File: src/rtl/clk_root_pkg.sv
package clk_root_pkg;
  // Byte offsets of the registers
  localparam int OFS_CMD = 'h00;
  localparam int OFS_CFG = 'h04;
  localparam int OFS_M   = 'h08;
  localparam int OFS_N   = 'h0C;
  localparam int OFS_D   = 'h10;

  // Command register bit positions
  localparam int CMD_COMMIT_BIT = 0;
  localparam int CMD_FORCE_BIT  = 1;
  localparam int CMD_DIRTY_LSB  = 4;
  localparam int CMD_OFF_BIT    = 31;

  // Config register field positions
  localparam int CFG_SRC_LSB  = 8;
  localparam int CFG_MODE_LSB = 12;
  localparam logic [1:0] MODE_DUAL = 2'd2;

  // Dirty flag order; position = CMD_DIRTY_LSB + index
  typedef enum int {DI_CFG = 0, DI_N = 1, DI_M = 2, DI_D = 3} dirty_idx_e;

  // Counter register slots inside the block
  localparam int SLOT_M = 0;
  localparam int SLOT_N = 1;
  localparam int SLOT_D = 2;
  localparam int NUM_CNT = 3;
endpackage

File: src/rtl/clk_root_shadow.sv
module clk_root_shadow
  import clk_root_pkg::*;
#(
  parameter int DIV_W = 5,
  parameter int SRC_W = 3,
  parameter int MND_W = 8
) (
  input  logic                            clk,
  input  logic                            rst,
  input  logic                            wr_cfg,
  input  logic [NUM_CNT-1:0]              wr_cnt,
  input  logic [DIV_W-1:0]                wd_div,
  input  logic [SRC_W-1:0]                wd_src,
  input  logic [1:0]                      wd_mode,
  input  logic [MND_W-1:0]                wd_cnt,
  input  logic                            apply,
  output logic [DIV_W-1:0]                sh_div,
  output logic [SRC_W-1:0]                sh_src,
  output logic [1:0]                      sh_mode,
  output logic [NUM_CNT-1:0][MND_W-1:0]   sh_cnt,
  output logic [3:0]                      dirty
);
  logic [3:0] dirty_set;

  always_ff @(posedge clk) begin
    if (rst) begin
      sh_div  <= '0;
      sh_src  <= '0;
      sh_mode <= '0;
    end else if (wr_cfg) begin
      sh_div  <= wd_div;
      sh_src  <= wd_src;
      sh_mode <= wd_mode;
    end
  end

  for (genvar g = 0; g < NUM_CNT; g++) begin : g_cnt
    always_ff @(posedge clk) begin
      if (rst)            sh_cnt[g] <= '0;
      else if (wr_cnt[g]) sh_cnt[g] <= wd_cnt;
    end
  end

  always_comb begin
    dirty_set         = '0;
    dirty_set[DI_CFG] = wr_cfg;
    dirty_set[DI_M]   = wr_cnt[SLOT_M];
    dirty_set[DI_N]   = wr_cnt[SLOT_N];
    dirty_set[DI_D]   = wr_cnt[SLOT_D];
  end

  // a write in the apply cycle keeps its flag
  always_ff @(posedge clk) begin
    if (rst) dirty <= '0;
    else     dirty <= (apply ? 4'b0 : dirty) | dirty_set;
  end
endmodule

File: src/rtl/clk_root_commit.sv
module clk_root_commit #(
  parameter int LAT = 2
) (
  input  logic clk,
  input  logic rst,
  input  logic req,
  output logic pend,
  output logic apply
);
  localparam int CW = (LAT < 2) ? 1 : $clog2(LAT + 1);
  logic [CW-1:0] age;

  assign apply = pend && (age == CW'(LAT - 1));

  always_ff @(posedge clk) begin
    if (rst) begin
      pend <= 1'b0;
      age  <= '0;
    end else if (apply) begin
      pend <= 1'b0;
      age  <= '0;
    end else if (pend) begin
      age  <= age + 1'b1;
    end else if (req) begin
      pend <= 1'b1;
      age  <= '0;
    end
  end
endmodule

File: src/rtl/clk_root_active.sv
module clk_root_active
  import clk_root_pkg::*;
#(
  parameter int DIV_W = 5,
  parameter int SRC_W = 3,
  parameter int MND_W = 8
) (
  input  logic                          clk,
  input  logic                          rst,
  input  logic                          apply,
  input  logic [DIV_W-1:0]              sh_div,
  input  logic [SRC_W-1:0]              sh_src,
  input  logic [1:0]                    sh_mode,
  input  logic [NUM_CNT-1:0][MND_W-1:0] sh_cnt,
  output logic [DIV_W-1:0]              act_div,
  output logic [SRC_W-1:0]              act_src,
  output logic [1:0]                    act_mode,
  output logic                          act_dual,
  output logic [NUM_CNT-1:0][MND_W-1:0] act_cnt
);
  always_ff @(posedge clk) begin
    if (rst) begin
      act_div  <= '0;
      act_src  <= '0;
      act_mode <= '0;
      act_dual <= 1'b0;
      act_cnt  <= '0;
    end else if (apply) begin
      act_div  <= sh_div;
      act_src  <= sh_src;
      act_mode <= sh_mode;
      act_dual <= (sh_mode == MODE_DUAL);
      act_cnt  <= sh_cnt;
    end
  end
endmodule

File: src/rtl/clk_root_regs.sv
module clk_root_regs
  import clk_root_pkg::*;
#(
  parameter int ADDR_W      = 5,
  parameter int DIV_W       = 5,
  parameter int SRC_W       = 3,
  parameter int MND_W       = 8,
  parameter int COMMIT_LAT  = 2
) (
  input  logic              clk,
  input  logic              rst,
  input  logic              bus_wr_en,
  input  logic              bus_rd_en,
  input  logic [ADDR_W-1:0] bus_addr,
  input  logic [31:0]       bus_wdata,
  output logic [31:0]       bus_rdata,
  input  logic              branch_req,
  output logic              root_on,
  output logic [SRC_W-1:0]  act_src,
  output logic [DIV_W-1:0]  act_div,
  output logic [1:0]        act_mode,
  output logic              act_dual,
  output logic [MND_W-1:0]  act_m,
  output logic [MND_W-1:0]  act_n,
  output logic [MND_W-1:0]  act_d
);
  localparam logic [ADDR_W-1:0] A_CMD = ADDR_W'(OFS_CMD);
  localparam logic [ADDR_W-1:0] A_CFG = ADDR_W'(OFS_CFG);
  localparam logic [ADDR_W-1:0] A_M   = ADDR_W'(OFS_M);
  localparam logic [ADDR_W-1:0] A_N   = ADDR_W'(OFS_N);
  localparam logic [ADDR_W-1:0] A_D   = ADDR_W'(OFS_D);

  logic                          wr_cmd, wr_cfg;
  logic [NUM_CNT-1:0]            wr_cnt;
  logic                          force_q, commit_pend, commit_apply;
  logic [DIV_W-1:0]              sh_div;
  logic [SRC_W-1:0]              sh_src;
  logic [1:0]                    sh_mode;
  logic [NUM_CNT-1:0][MND_W-1:0] sh_cnt, act_cnt;
  logic [3:0]                    dirty;
  logic [31:0]                   rd_mux;

  // write decode
  assign wr_cmd         = bus_wr_en && (bus_addr == A_CMD);
  assign wr_cfg         = bus_wr_en && (bus_addr == A_CFG);
  assign wr_cnt[SLOT_M] = bus_wr_en && (bus_addr == A_M);
  assign wr_cnt[SLOT_N] = bus_wr_en && (bus_addr == A_N);
  assign wr_cnt[SLOT_D] = bus_wr_en && (bus_addr == A_D);

  clk_root_shadow #(.DIV_W(DIV_W), .SRC_W(SRC_W), .MND_W(MND_W)) u_shadow (
    .clk     (clk),
    .rst     (rst),
    .wr_cfg  (wr_cfg),
    .wr_cnt  (wr_cnt),
    .wd_div  (bus_wdata[DIV_W-1:0]),
    .wd_src  (bus_wdata[CFG_SRC_LSB +: SRC_W]),
    .wd_mode (bus_wdata[CFG_MODE_LSB +: 2]),
    .wd_cnt  (bus_wdata[MND_W-1:0]),
    .apply   (commit_apply),
    .sh_div  (sh_div),
    .sh_src  (sh_src),
    .sh_mode (sh_mode),
    .sh_cnt  (sh_cnt),
    .dirty   (dirty)
  );

  clk_root_commit #(.LAT(COMMIT_LAT)) u_commit (
    .clk   (clk),
    .rst   (rst),
    .req   (wr_cmd && bus_wdata[CMD_COMMIT_BIT]),
    .pend  (commit_pend),
    .apply (commit_apply)
  );

  clk_root_active #(.DIV_W(DIV_W), .SRC_W(SRC_W), .MND_W(MND_W)) u_active (
    .clk      (clk),
    .rst      (rst),
    .apply    (commit_apply),
    .sh_div   (sh_div),
    .sh_src   (sh_src),
    .sh_mode  (sh_mode),
    .sh_cnt   (sh_cnt),
    .act_div  (act_div),
    .act_src  (act_src),
    .act_mode (act_mode),
    .act_dual (act_dual),
    .act_cnt  (act_cnt)
  );

  assign act_m = act_cnt[SLOT_M];
  assign act_n = act_cnt[SLOT_N];
  assign act_d = act_cnt[SLOT_D];

  // force-on control and root state
  always_ff @(posedge clk) begin
    if (rst) begin
      force_q <= 1'b0;
      root_on <= 1'b0;
    end else begin
      if (wr_cmd) force_q <= bus_wdata[CMD_FORCE_BIT];
      root_on <= force_q | branch_req;
    end
  end

  // read mux
  always_comb begin
    rd_mux = '0;
    unique case (bus_addr)
      A_CMD: begin
        rd_mux[CMD_COMMIT_BIT]            = commit_pend;
        rd_mux[CMD_FORCE_BIT]             = force_q;
        rd_mux[CMD_DIRTY_LSB +: 4]        = dirty;
        rd_mux[CMD_OFF_BIT]               = ~root_on;
      end
      A_CFG: begin
        rd_mux[DIV_W-1:0]                 = sh_div;
        rd_mux[CFG_SRC_LSB +: SRC_W]      = sh_src;
        rd_mux[CFG_MODE_LSB +: 2]         = sh_mode;
      end
      A_M:     rd_mux[MND_W-1:0] = sh_cnt[SLOT_M];
      A_N:     rd_mux[MND_W-1:0] = sh_cnt[SLOT_N];
      A_D:     rd_mux[MND_W-1:0] = sh_cnt[SLOT_D];
      default: rd_mux = '0;
    endcase
  end

  always_ff @(posedge clk) begin
    if (rst)            bus_rdata <= '0;
    else if (bus_rd_en) bus_rdata <= rd_mux;
  end
endmodule

File: config.mk
export PLATFORM = sky130hd
export DESIGN_NAME = clk_root_regs
export DESIGN_NICKNAME = d
export VERILOG_FILES = /design/src/rtl/clk_root_pkg.sv /design/src/rtl/clk_root_shadow.sv /design/src/rtl/clk_root_commit.sv /design/src/rtl/clk_root_active.sv /design/src/rtl/clk_root_regs.sv
export SDC_FILE = /design/constraint.sdc
export NUM_CORES = 1
export LEC_CHECK = 0
export BUFFER_PORTS_ARGS = -buffer_cell sky130_fd_sc_hd__clkbuf_2
export CAP_MARGIN = 20
export CORE_MARGIN = 5
export CORE_UTILIZATION = 48
export CTS_BUF_LIST = sky130_fd_sc_hd__clkbuf_4
export CTS_CLUSTER_DIAMETER = 30
export DETAILED_ROUTE_END_ITERATION = 10
export PLACE_DENSITY_LB_ADDON = 0.3
export SLEW_MARGIN = 20
export SYNTH_ARGS = -nofsm -noshare
export SYNTH_HDL_FRONTEND = slang
export SYNTH_SLANG_ARGS = --single-unit
File: constraint.sdc
create_clock -name clk -period 1.5 [get_ports clk]
set_input_delay 0.15 -clock clk [delete_from_list [all_inputs] [get_ports clk]]
set_output_delay 0.15 -clock clk [all_outputs]
set_load 0.05 [all_outputs]
==> results.txt, run 1 <==
The most instantiated flip-flop cell in the synthesis netlist is sky130_fd_sc_hd__dfxtp_1. Summing the areas of all compound-gate instances in the mapped netlist gives 10.3% of the synthesized area. The maximum number of pins on one net before global-route repair was 89; the die area was 9600 sq um.

The tools report the count of vias placed by the detailed router as 3,047. For the number of clock sinks seen by CTS, the log shows 92. The synthesized design spends more area on one cell type than any other, namely sky130_fd_sc_hd__dfxtp_1. The number of pins exceeding their max-slew limit in the final report is 0.

The maximum level of the CTS H-tree is 3. Multiplexer cells account for 13.4% of the synthesized area. The wire length of the first global-routing pass is 14,400 um. The first detailed-routing pass ran for 4 iterations. The core box area is 7650 sq um. The analysis attributes to cell leakage a power of 0.00197 uW.

The initial antenna violation count came out at 0. For the flop-to-flop setup slack, the log shows 0.23 ns. After detailed routing, the average wire length per cell comes to 14.1 um. The largest family of logic cells by synthesized area was simple AND/OR/NAND/NOR gates. The placed instances occupy a cell area of 4220 sq um. The total global-route track usage was 18.5%.

The switching power total came out at 1040 uW. In the post-synthesis netlist, the biggest area contributors are sky130_fd_sc_hd__dfxtp_1 (50%), sky130_fd_sc_hd__mux2i_1 (12%), sky130_fd_sc_hd__nand2_1 (8.1%). Setup repair after global routing left no endpoint under its margin. In this run the tool buffered the top-level ports with 72 buffer cells. The adder-cell share of the synthesized area was 0.337%. Derived from the worst setup path, the maximum achievable clock frequency is 0.786 GHz.

The tools report the worst clock skew as 0.0124 ns. The cell sitting at the root of the clock tree is a sky130_fd_sc_hd__clkbuf_4. TritonCTS created 9 clock buffers. For the total congestion overflow, the log shows 0. The part of the power in combinational logic is 8.6%, and the number of I/O pins is 110. The tools report the summed instance area of the synthesized netlist as 3720 sq um. The kind of start point of the critical path was a flip-flop.

The tools report the non-filler instance count after layout as 609. After clock tree synthesis, the clock-pin slew on the worst setup and hold paths is 0.13 ns. Dividing the detail-routed via count by the number of cells gives 5.00. The logs give 0 for the number of max-cap violations and 31.4% for the power share of the clock group. Dividing the synthesized area by the synthesized cell count gives 9.04 sq um. The share of the synthesized netlist area taken by xor and xnor gates was 0%.

The path class of the lowest-slack min-delay path was in2reg. The run gives 5.50% as the met3 usage. The number of hold-slack violations in the final timing report came out at 0. After global routing, the most crowded layer is met2. The logs give 411 for the synthesized instance count and 4450 sq um for the final cell area excluding filler cells. The HPWL after detailed placement is 6310 um, and the count of flip-flops with a built-in enable after synthesis is 0. The initial utilization of the core area, before any placement, comes to 48.6%. Post-route clock period utilization: 84.8%.

The routability congestion estimate from global placement is 0.860, and the via count of the first global-routing pass is 2,879. TritonCTS built the clock tree. By count the netlist is led by sky130_fd_sc_hd__dfxtp_1 (92), sky130_fd_sc_hd__nand2_1 (80), sky130_fd_sc_hd__a21oi_1 (47), sky130_fd_sc_hd__nor2_1 (47), sky130_fd_sc_hd__mux2i_1 (43). The longest clock path from root to sink contains 2 buffers.

The sum of negative setup slack is 0 ns. Data on the critical path arrives at its endpoint at 1.58 ns. The tools report the endpoint type of the worst setup path as a flip-flop. Area fraction of the dominant cell type after synthesis: 49.6%. The critical path is of the reg2reg type. After layout, the design draws a total of 4110 uW. Cells with a size suffix above 1 make up 24.1% of the layout.

In this run the remaining antenna-violating nets after routing total 0. The worst-skew pair later-pin latency is 0.43 ns, and the clock period minus final worst setup slack is 1.27 ns. The worst hold path passes through 3 cells. The required time at the worst-slack endpoint was 1.80 ns.

The die is 98.0 um wide. The number of distinct library cells after synthesis was 39. The number of remaining DRC errors is 0. The flow ran to the end, and the final reports show no timing, DRC or antenna violations.

Dividing total power by cell area gives a power density of 923 nW/um^2. The sequential cell area fraction in the yosys report was 49.6%. In the global route stage, met1 resource usage came out at 25.0%. Setup violations remaining at the end of the flow were counted as 0. For met2 alone, demand over resource in global routing was 28.5%. Number of cells in the design after placement: 583. The run gives 140 as the number of DRC violations after detailed-routing iteration 0. After the last flow step, the layout net total stands at 545. Cell internal power was estimated by the tool at 3070 uW. The floorplan has 32 rows. Counting flops and latches in the post-synthesis netlist gives 92. Of the total power, registers draw 60.0%.

Counting flops with an async set or reset pin after synthesis yields a share of 0%. Leading cell type by number of instances after synthesis: sky130_fd_sc_hd__dfxtp_1. Relative area change from synthesis to final layout: 19.9%. Total of fill cells in the finished design: 720. For the worst supply voltage drop on vdd, the log shows 0.000614 V.

During synthesis, Yosys emitted a total of 0 warnings. Of all nets on the critical path, the largest fanout is 6. The number of antenna diodes in the final layout is 0.

The fraction of power spent switching nets works out to 25.3%. After Yosys synthesis, and, or, nand and nor cells account for 19.0% of the synthesized area. The cell depth of the worst flop-to-flop path came out at 3. The routed design has 8590 um of wire. Floorplan die height: 98.0 um.
==> placed cells by master (no fill, tap or decap), types with 2 or more instances in the layout <==
cell                            count
sky130_fd_sc_hd__inv_1              2
sky130_fd_sc_hd__a32oi_1            2
sky130_fd_sc_hd__a22o_1             5
sky130_fd_sc_hd__nor2_1            47
sky130_fd_sc_hd__dfxtp_1           92
sky130_fd_sc_hd__nand3b_1           2
sky130_fd_sc_hd__and3_1             2
sky130_fd_sc_hd__nand3_1            5
sky130_fd_sc_hd__a21oi_1           47
sky130_fd_sc_hd__nor2b_1            8
sky130_fd_sc_hd__nor3_1             4
sky130_fd_sc_hd__a22oi_1            2
sky130_fd_sc_hd__o22ai_1            3
sky130_fd_sc_hd__mux2_2             2
sky130_fd_sc_hd__buf_12             2
sky130_fd_sc_hd__conb_1            18
sky130_fd_sc_hd__a211oi_1           2
sky130_fd_sc_hd__buf_4             24
sky130_fd_sc_hd__nand2_1           80
sky130_fd_sc_hd__clkbuf_2          72
sky130_fd_sc_hd__mux4_2             2
sky130_fd_sc_hd__dlygate4sd3_1     10
sky130_fd_sc_hd__clkbuf_4          10
sky130_fd_sc_hd__clkinv_1           3
sky130_fd_sc_hd__mux2i_1           43
==> metal layers <==
metal / routed length [um] / up-vias / share of wire, %
li1: - / 1538 / -
met1: 3950 / 1409 / 46
met2: 3850 / 90 / 45
met3: 679 / 10 / 7.9
met4: 113 / 0 / 1.3
met5: 0 / - / 0
==> power by group through the flow <==
| stage | sequential [uW] | clock, uW | combinational, uW |
|---|---|---|---|
| floorplan | 2540 | 0 | 248 |
| global placement | 2520 | 0 | 329 |
| detailed placement | 2520 | 0 | 331 |
| CTS | 2470 | 1330 | 353 |
| global route | 2470 | 1460 | 379 |
| finish | 2470 | 1290 | 354 |
==> layout make-up <==
| cell class | count | area (sq um) | share of cell area, % |
|---|---|---|---|
| inverters | 2 | 7.51 | 0.169 |
| well taps | 102 | 128 | 2.87 |
| clock buffers | 10 | 75.1 | 1.69 |
| repair buffers | 108 | 681 | 15.3 |
| clock inverters | 6 | 55.1 | 1.24 |
| multi-input cells | 289 | 1670 | 37.4 |
| flip-flops and latches | 92 | 1840 | 41.3 |
==> worst max-delay path, stage by stage (launching register included) <==
cell and delay, ns:
sky130_fd_sc_hd__dfxtp_1 0.38, sky130_fd_sc_hd__mux4_2 0.49, sky130_fd_sc_hd__a22oi_1 0.19, sky130_fd_sc_hd__a211oi_1 0.10
==> per-stage QoR <==
step                setup slack [ns]  hold slack, ns  util (%)
floorplan                     0.0624           0.266         -
global placement              0.0642           0.373      55.2
detailed placement            0.0423           0.394      55.2
CTS                            0.227          0.0198      58.2
global route                   0.138          0.0473      58.2
finish                         0.228          0.0538      58.2
==> logic make-up after synthesis <==
group	after synthesis
buf+inv	47
simple gates	158
compound gates	65
flops	92
mux	47
other cells	1
fa+ha+maj	1
==> state kept, by name (all words and copies together), names as in the netlist <==
signal and flops:
bus_rdata 14, u_active.act_mode 2, u_active.act_src 3, u_shadow.dirty 4
u_commit.pend 1, u_shadow.sh_src 3, u_shadow.sh_cnt 24, u_active.act_cnt 24
u_active.act_div 5, u_shadow.sh_div 5, root_on 1, force_q 1
u_shadow.sh_mode 2, u_active.act_dual 1, u_commit.age 2
==> final timing paths <==
check,startpoint,end
max,u_commit.pend,bus_rdata[0]
min,bus_wdata[3],u_shadow.sh_cnt[3]
max reg2reg,u_commit.pend,bus_rdata[0]
min reg2reg,u_active.act_cnt[16],u_active.act_cnt[16]
==> repair_timing <==
action,in CTS,in global routing
buffers inserted,0,0
endpoints found under the setup margin,0,0
hold buffers,10,0
gates resized for setup,0,0
hold endpoints to repair,16,0
Note: power is estimated with default switching activity, not from simulation.
==> inputs of run 2 (changes only) <==
Clock period 1.5 ns to 1.15 ns, I/O delays scaled along.
==> run 2 against run 1 <==
The flow now finishes with violations (setup timing). Largest cell class unchanged. Non-clock buffer count increased by 25. Cell count increased by 3.8%. Global-route usage increased by 2.5 points. First-iteration DRC count increased by 44%. Sequential share of layout area decreased by 5.8 points. Flip-flop and latch count unchanged. Critical path type unchanged. Clock skew increased by 0.0063 ns. Sequential power increased by 30%. Hold slack got worse by 0.021 ns. Combinational power increased by 51%.
==> results.txt, run 2 (synthesis gave the netlist of run 1 again) <==
Setup total negative slack on the finished layout was measured at -1.10 ns. The post-route antenna net violation count is 0. The number of stages on the worst hold path is 3, and the cell area after placement is 4450 sq um. The number of clock sinks seen by CTS is 92. The worst hold path terminates at force_q. The worst hold path begins at bus_wdata[1]. The number of pins exceeding their max-slew limit in the final report is 0. The initial utilization of the core area, before any placement, comes to 48.6%. The tools report the post-route worst setup slack as -0.0642 ns. IR analysis of the VDD net gives a maximum drop of 0.000646 V. The critical path is of the reg2reg type.

The count of vias placed by the detailed router was 3,326. The tools report the total length of routed wires as 10,500 um. The setup slack after placement came out at -0.314 ns.

The core box area was 7650 sq um. For the worst-skew pair, the clock arrives at the later sink with an insertion delay of 0.44 ns. For the non-filler instance count after layout, the log shows 632. The worst setup path is captured at a flip-flop. The initial antenna violation count was 0. Dividing total power by cell area gives a power density of 973 nW/um^2. For this design the static power due to leakage is 0.00235 uW.

The post-route netlist has 40.6% of its cells at a drive strength greater than 1. The top cell types in the final layout, fill and taps aside, are sky130_fd_sc_hd__nand2_1 (69), sky130_fd_sc_hd__dfxtp_1 (57), sky130_fd_sc_hd__nor2_1 (47), sky130_fd_sc_hd__buf_4 (45), sky130_fd_sc_hd__mux2i_1 (43). For the worst setup path, the data required time is 1.53 ns. From bottom edge to top edge, the die measures 98.0 um.

The post-CTS clock slew at the launch and capture registers of the worst setup and hold paths is 0.13 ns. Setup repair after global routing could not meet its margin everywhere. For this run, the post-layout net count is 570.

The count of buffers added on input and output ports is 72. For this design the top-level I/O count stands at 110. Total internal power: 3810 uW. Number of hold-slack violations in the final timing report: 0. For the worst setup path, the data arrival time is 1.59 ns. The endpoint identified for the worst register-to-register timing path is u_active.act_cnt[3]. The via count of the first global-routing pass is 3,247. The fraction of power spent switching nets is 26.3%, and the final cell area excluding filler cells is 5320 sq um.

The first detailed-routing pass took 4 iterations. Timing would allow up to 0.824 GHz. At the end of routability-driven placement, the weighted congestion stood at 0.903. Across all hold checks on the routed design, the worst slack comes to 0.0330 ns. For this design the total switching power over the nets is 1360 uW. In this run the clock root is driven by a sky130_fd_sc_hd__clkbuf_4. From left edge to right edge, the die measures 98.0 um.

Global routing finished with a remaining overflow of 0. The number of antenna diodes in the final layout is 0. The clock network is responsible for 27.5% of the overall power. The maximum fanout count along the critical path works out to 8. Counting along the longest clock path gives a buffer depth of 2. TritonCTS built the clock tree. Launch point of the worst reg-to-reg path: u_commit.age[1]. Maximum level of the CTS H-tree: 3. For the final database, setup skew stands at 0.0187 ns. The tools report the kind of start point of the critical path as a flip-flop. The number of cell rows is 32, and the mean number of vias per cell is 5.26. After layout, the worst path uses 106% of the clock period. The tool flagged a number of max-cap violations equal to 0. Counting the buffers created by CTS gives 9. The number of cells on the worst reg-to-reg path is 6. Across every metal layer, demand over resource in global routing totals 21.0%. After layout, the minimum clock period comes to 1.21 ns. The share of total power dissipated in sequential elements is 62.2%. The checks that failed: setup timing. Relative to the synthesized area, the layout overhead comes to 43.1%. The library cell used most frequently in the layout, excluding fill and tap cells, is sky130_fd_sc_hd__nand2_1.

After legalization and detailed placement, the total HPWL measured 6750 um. The first routing iteration left 201 violations. Part of the power in combinational logic: 10.4%.

Entering global routing, the biggest net connects 61 pins. The largest registers in the layout are u_active.act_cnt: 24 flops, u_shadow.sh_cnt: 24 flops, bus_rdata: 14 flops. For the wire length of the first global-routing pass, the log shows 16,200 um. The run finished, with violations left. The min-delay analysis places its worst path in the category in2reg. In the routed design, unresolved DRC markers number 0.

Setup violations remaining at the end of the flow were counted as 36. Including well taps, the total number of placed cells is 601. For flop-to-flop paths, the worst setup slack is -0.06 ns. In the final routed layout, each cell accounts on average for 16.6 um. Die area: 9600 sq um.
## run 2: area by class of cell
class | count | area [sq um]
fill | 587 | 2330
sequential | 92 | 1890
multi-input combinational | 289 | 1830
timing repair buffer | 133 | 1370
tap | 102 | 128
clock buffer | 10 | 75.1
clock inverter | 4 | 18.8
inverter | 2 | 7.51
## run 2: critical path, stage by stage, from the launching register on
cell and delay (ns):
sky130_fd_sc_hd__dfxtp_2 0.35, sky130_fd_sc_hd__inv_2 0.06, sky130_fd_sc_hd__ha_4 0.12, sky130_fd_sc_hd__and2_4 0.25
sky130_fd_sc_hd__clkbuf_16 0.19, sky130_fd_sc_hd__nand2_1 0.07, sky130_fd_sc_hd__a21oi_2 0.11
## run 2: timing repair
| action | in CTS | in global routing |
|---|---|---|
| gates cloned | 1 | 1 |
| gates resized for setup | 102 | 83 |
| setup endpoints to repair | 77 | 85 |
| endpoints found under the hold margin | 27 | 0 |
| hold buffers | 12 | 0 |
| buffers inserted | 0 | 3 |
| pin swaps | 5 | 17 |
## run 2: through the flow
| step | utilization, % | power (uW) |
|---|---|---|
| final | 69.5 | 5170 |
| after global routing | 69.5 | 5400 |
| after CTS | 66.6 | 5200 |
| after detailed placement | 58.2 | 3760 |
| after global placement | 58.2 | 3760 |
| after floorplan | - | 3640 |
## run 2: worst max-delay path by stage
| stage | to | slack (ns) | from | depth (start not counted) |
|---|---|---|---|---|
| CTS | bus_rdata[0] | -0.03 | u_commit.pend | 3 |
| floorplan | bus_rdata[1] | -0.11 | bus_addr[4] | 5 |
| finish | u_active.act_cnt[3] | -0.06 | u_commit.age[1] | 6 |
| global placement | u_shadow.sh_cnt[5] | -0.25 | bus_addr[4] | 6 |
| detailed placement | bus_rdata[7] | -0.31 | bus_addr[2] | 6 |
| global route | u_active.act_cnt[8] | -0.14 | u_commit.age[1] | 6 |
## run 2: metal layers
layer  part of all wire [%]  up-vias  GRT usage, %
met5                      0        -             0
met4                    2.5        0          8.63
met3                    7.1       23          5.50
met2                     49      124          34.3
met1                     41     1598          26.4
li1                       -     1581             -
## run 2: power groups by stage
stage / sequential [uW] / clock, uW / combinational [uW]
after floorplan: 3310 / 0 / 333
final: 3220 / 1420 / 536
after detailed placement: 3290 / 0 / 473
after global routing: 3220 / 1610 / 563
after global placement: 3290 / 0 / 467
after CTS: 3220 / 1460 / 520
==> inputs of run 3 (changes only) <==
Settings changed: ABC_AREA from default to 1.
==> run 3 against run 2 <==
The run still ends with setup timing left. Largest cell class unchanged. Clock skew decreased by 0.0045 ns. Critical path type unchanged. First-iteration DRC count unchanged. Clock-buffer cell count decreased by 1. Routed wire length decreased by 7.2%. Clock power increased by 56%.
==> results.txt, run 3 <==
The run finished, with violations left. The checks that failed: setup timing. The first routing iteration left 201 violations. The synthesized instance count is 461, and the floorplan die height is 98.3 um. For this configuration, the core starts out at a cell density of 49.0%.

The share of total power dissipated in combinational logic is 10.1%. The number of remaining DRC errors came out at 0. The library cell used most frequently in the layout, excluding fill and tap cells, is sky130_fd_sc_hd__nor2_1. The total number of yosys warnings is 0, and the number of synthesized register bits is 92. The run gives 15,400 um as the wire length of the first global-routing pass.

The flop-to-flop setup slack came out at -0.01 ns. Number of I/O pins: 110. For this block, the routed nets add up to 9720 um of wire. The final-stage net count was 604; the total power density per cell area was 1170 nW/um^2. The post-route clock period utilization came out at 101%. The cell taking the most area after synthesis was sky130_fd_sc_hd__dfxtp_1. The largest registers in the layout are u_active.act_cnt: 24 flops, u_shadow.sh_cnt: 24 flops, bus_rdata: 14 flops. Post-CTS clock slew at the launch and capture registers of the worst setup and hold paths: 0.14 ns. The most used flip-flop cell after synthesis is sky130_fd_sc_hd__dfxtp_1.

The total internal power is 4530 uW. Setup repair after global routing could not meet its margin everywhere. In the routed layout, each cell is associated on average with a via count of 5.13.

The synthesized design devotes to its leading area cell type 49.2% of total area. For the number of hold-slack violations in the final timing report, the log shows 0. In the post-synthesis netlist, the cell with the most instances is sky130_fd_sc_hd__dfxtp_1. The critical path is of the reg2reg type. The number of antenna diodes in the final layout is 0. The tools report the final number of setup-violating endpoints as 1. The clock network burns 36.4% of the power. In the synthesized netlist the async set-or-reset flop fraction comes to 0%. The die area is 9670 sq um. The required time at the worst-slack endpoint came out at 1.50 ns. The CTS buffer count is 9, and the combined flip-flop and latch cell area is 1900 sq um. In the layout the commonest cells are sky130_fd_sc_hd__nor2_1 (75), sky130_fd_sc_hd__o21ai_0 (69), sky130_fd_sc_hd__a21oi_1 (50), sky130_fd_sc_hd__dfxtp_2 (46), sky130_fd_sc_hd__dfxtp_1 (46).

The number of clock sinks seen by CTS came out at 92. By count the netlist is led by sky130_fd_sc_hd__dfxtp_1 (92), sky130_fd_sc_hd__o21ai_0 (79), sky130_fd_sc_hd__nor2_1 (78). Entering global routing, the biggest net connects 61 pins.

The synthesized design contains 0 enable-type register cells. For this run, the detailed router's first-pass iteration total came to 5. In this run the mean area of a mapped cell was 8.13 sq um. The core box area was 7650 sq um; the setup slack after placement was -0.125 ns. The worst clock skew was 0.0142 ns; the via count of the first global-routing pass was 3,151. The switching power total is 1550 uW, and the buffer levels on the longest clock path is 2.

From synthesis to final layout, the design area changed by 38.6%. The tool flagged a number of max-cap violations equal to 0. Summed over all layers, the global routing overflow is 0. The number of cell rows was 32; the clock period minus final worst setup slack was 1.16 ns. The total global-route track usage came out at 19.7%. The maximum level of the CTS H-tree came out at 3. TritonCTS built the clock tree. Summed over all cells, the static leakage comes to 0.00218 uW. At the worst endpoint, the arrival time is 1.51 ns.

The later pin in the worst-skew pair is clocked with a latency of 0.44 ns. For the worst supply voltage drop on vdd, the log shows 0.000606 V. Along the worst path, the maximum fanout reaches 4.

Net switching is 25.6% of the power. STA classifies the critical path endpoint as a flip-flop. The worst setup path is launched from a flip-flop. The number of pins exceeding their max-slew limit in the final report was 0. Cells fill 67.9% of the core in the end. The count of buffers added on input and output ports is 72. In this run the remaining antenna-violating nets after routing total 0. Summing every instance area after synthesis gives 3750 sq um. Ratio of cells with drive above 1 in the final layout: 36.0%. In the final routed layout, each cell accounts on average for 14.5 um. The share of the Yosys chip area taken by registers is 49.2%. At the end of routability-driven placement, the weighted congestion stood at 0.905. The total area of multi-input combinational cells is 1620 sq um. Derived from the worst setup path, the maximum achievable clock frequency is 0.861 GHz. Root buffer cell: sky130_fd_sc_hd__clkbuf_4.

The path class of the lowest-slack min-delay path is in2reg. In this run the horizontal extent of the chip is 98.3 um. After synthesis, the cell types taking the most area are sky130_fd_sc_hd__dfxtp_1 (49%), sky130_fd_sc_hd__o21ai_0 (11%), sky130_fd_sc_hd__nor2_1 (7.8%). The worst register-to-register path has a depth of 7.

After legalization and detailed placement, the total HPWL measured 6700 um. Along the worst hold path, the cell count comes to 3. The run gives 3,428 as the count of vias placed by the detailed router.

The number of distinct library cells after synthesis was 31. The sequential fraction of design power was 53.4%; the initial antenna violation count was 0. The logs give -0.0120 ns for the post-route worst setup slack and 644 for the total of fill cells in the finished design.
run 3: cell count changes after synthesis, sizes merged, moves of 22 or more:
cell,previous run,this run
mux2i,43,0
nor2,48,86
nand2,80,33
inv,2,25
nand4,0,22
o21ai,1,89
run 3: final cells by class:
| type | instances | share of cell area, % |
|---|---|---|
| tap | 102 | 2.46 |
| inverter | 27 | 2.19 |
| sequential | 92 | 36.6 |
| multi-input combinational | 314 | 31.2 |
| clock buffer | 9 | 1.30 |
| clock inverter | 7 | 2.31 |
| timing repair buffer | 117 | 24.0 |
run 3: routing by layer:
layer / up-vias / global-route usage (%) / share of wire [%] / wire (um)
met2: 122 / 31.5 / 46 / 4470
met3: 22 / 4.93 / 6.8 / 656
met5: - / 0 / 0 / 0
met1: 1570 / 25.3 / 45 / 4350
li1: 1714 / - / - / -
met4: 0 / 8.51 / 2.5 / 240
run 3: what timing repair did:
item,in CTS,in global routing
gates resized for setup,126,67
setup buffers,0,2
setup endpoints to repair,85,66
pin swaps,0,1
endpoints found under the hold margin,30,0
hold buffers,14,0
cloned,0,1
run 3: power by group through the flow:
stage / Combinational, uW / Sequential (uW) / Clock [uW]
2_1_floorplan: 377 / 3360 / 0
3_3_place_gp: 528 / 3310 / 0
3_5_place_dp: 537 / 3310 / 0
4_1_cts: 602 / 3250 / 2280
5_1_grt: 656 / 3260 / 2400
6_report: 616 / 3250 / 2220
run 3: path summary, 6_finish.rpt:
path / startpoint / endpoint
min: bus_wdata[1] / u_shadow.sh_div[1]
max: u_commit.age[1] / u_shadow.dirty[2]
max reg2reg: u_commit.age[1] / u_shadow.dirty[2]
min reg2reg: u_active.act_mode[1] / u_active.act_mode[1]
run 3: logic make-up (layout without fill, tap and decap cells):
logic type,count (synthesis),count (layout),synth area share [%]
compound gates,146,146,20.4
buf+inv,72,160,10.7
flops,92,92,49.2
fa+ha+maj,1,1,0.334
other cells,1,18,0.100
simple gates,149,149,19.3
run 3: worst max-delay path, stage by stage (launching register included):
cell	delay, ns
sky130_fd_sc_hd__dfxtp_2	0.35
sky130_fd_sc_hd__inv_2	0.06
sky130_fd_sc_hd__ha_4	0.13
sky130_fd_sc_hd__nand2_4	0.07
sky130_fd_sc_hd__inv_8	0.09
sky130_fd_sc_hd__nor2_4	0.04
sky130_fd_sc_hd__buf_6	0.13
sky130_fd_sc_hd__a22o_1	0.19
run 3: per-stage QoR:
stage	cells	cell area (sq um)	hold WS (ns)	TNS, ns	power (uW)
6_report	668	5190	0.0510	-0.0120	6080
5_1_grt	668	5190	0.0442	-0.441	6310
4_1_cts	665	5060	0.0237	0	6130
3_5_place_dp	635	4260	0.333	-1.44	3850
3_3_place_gp	635	4260	0.323	-0.492	3840
2_1_floorplan	478	3830	0.231	-0.122	3740
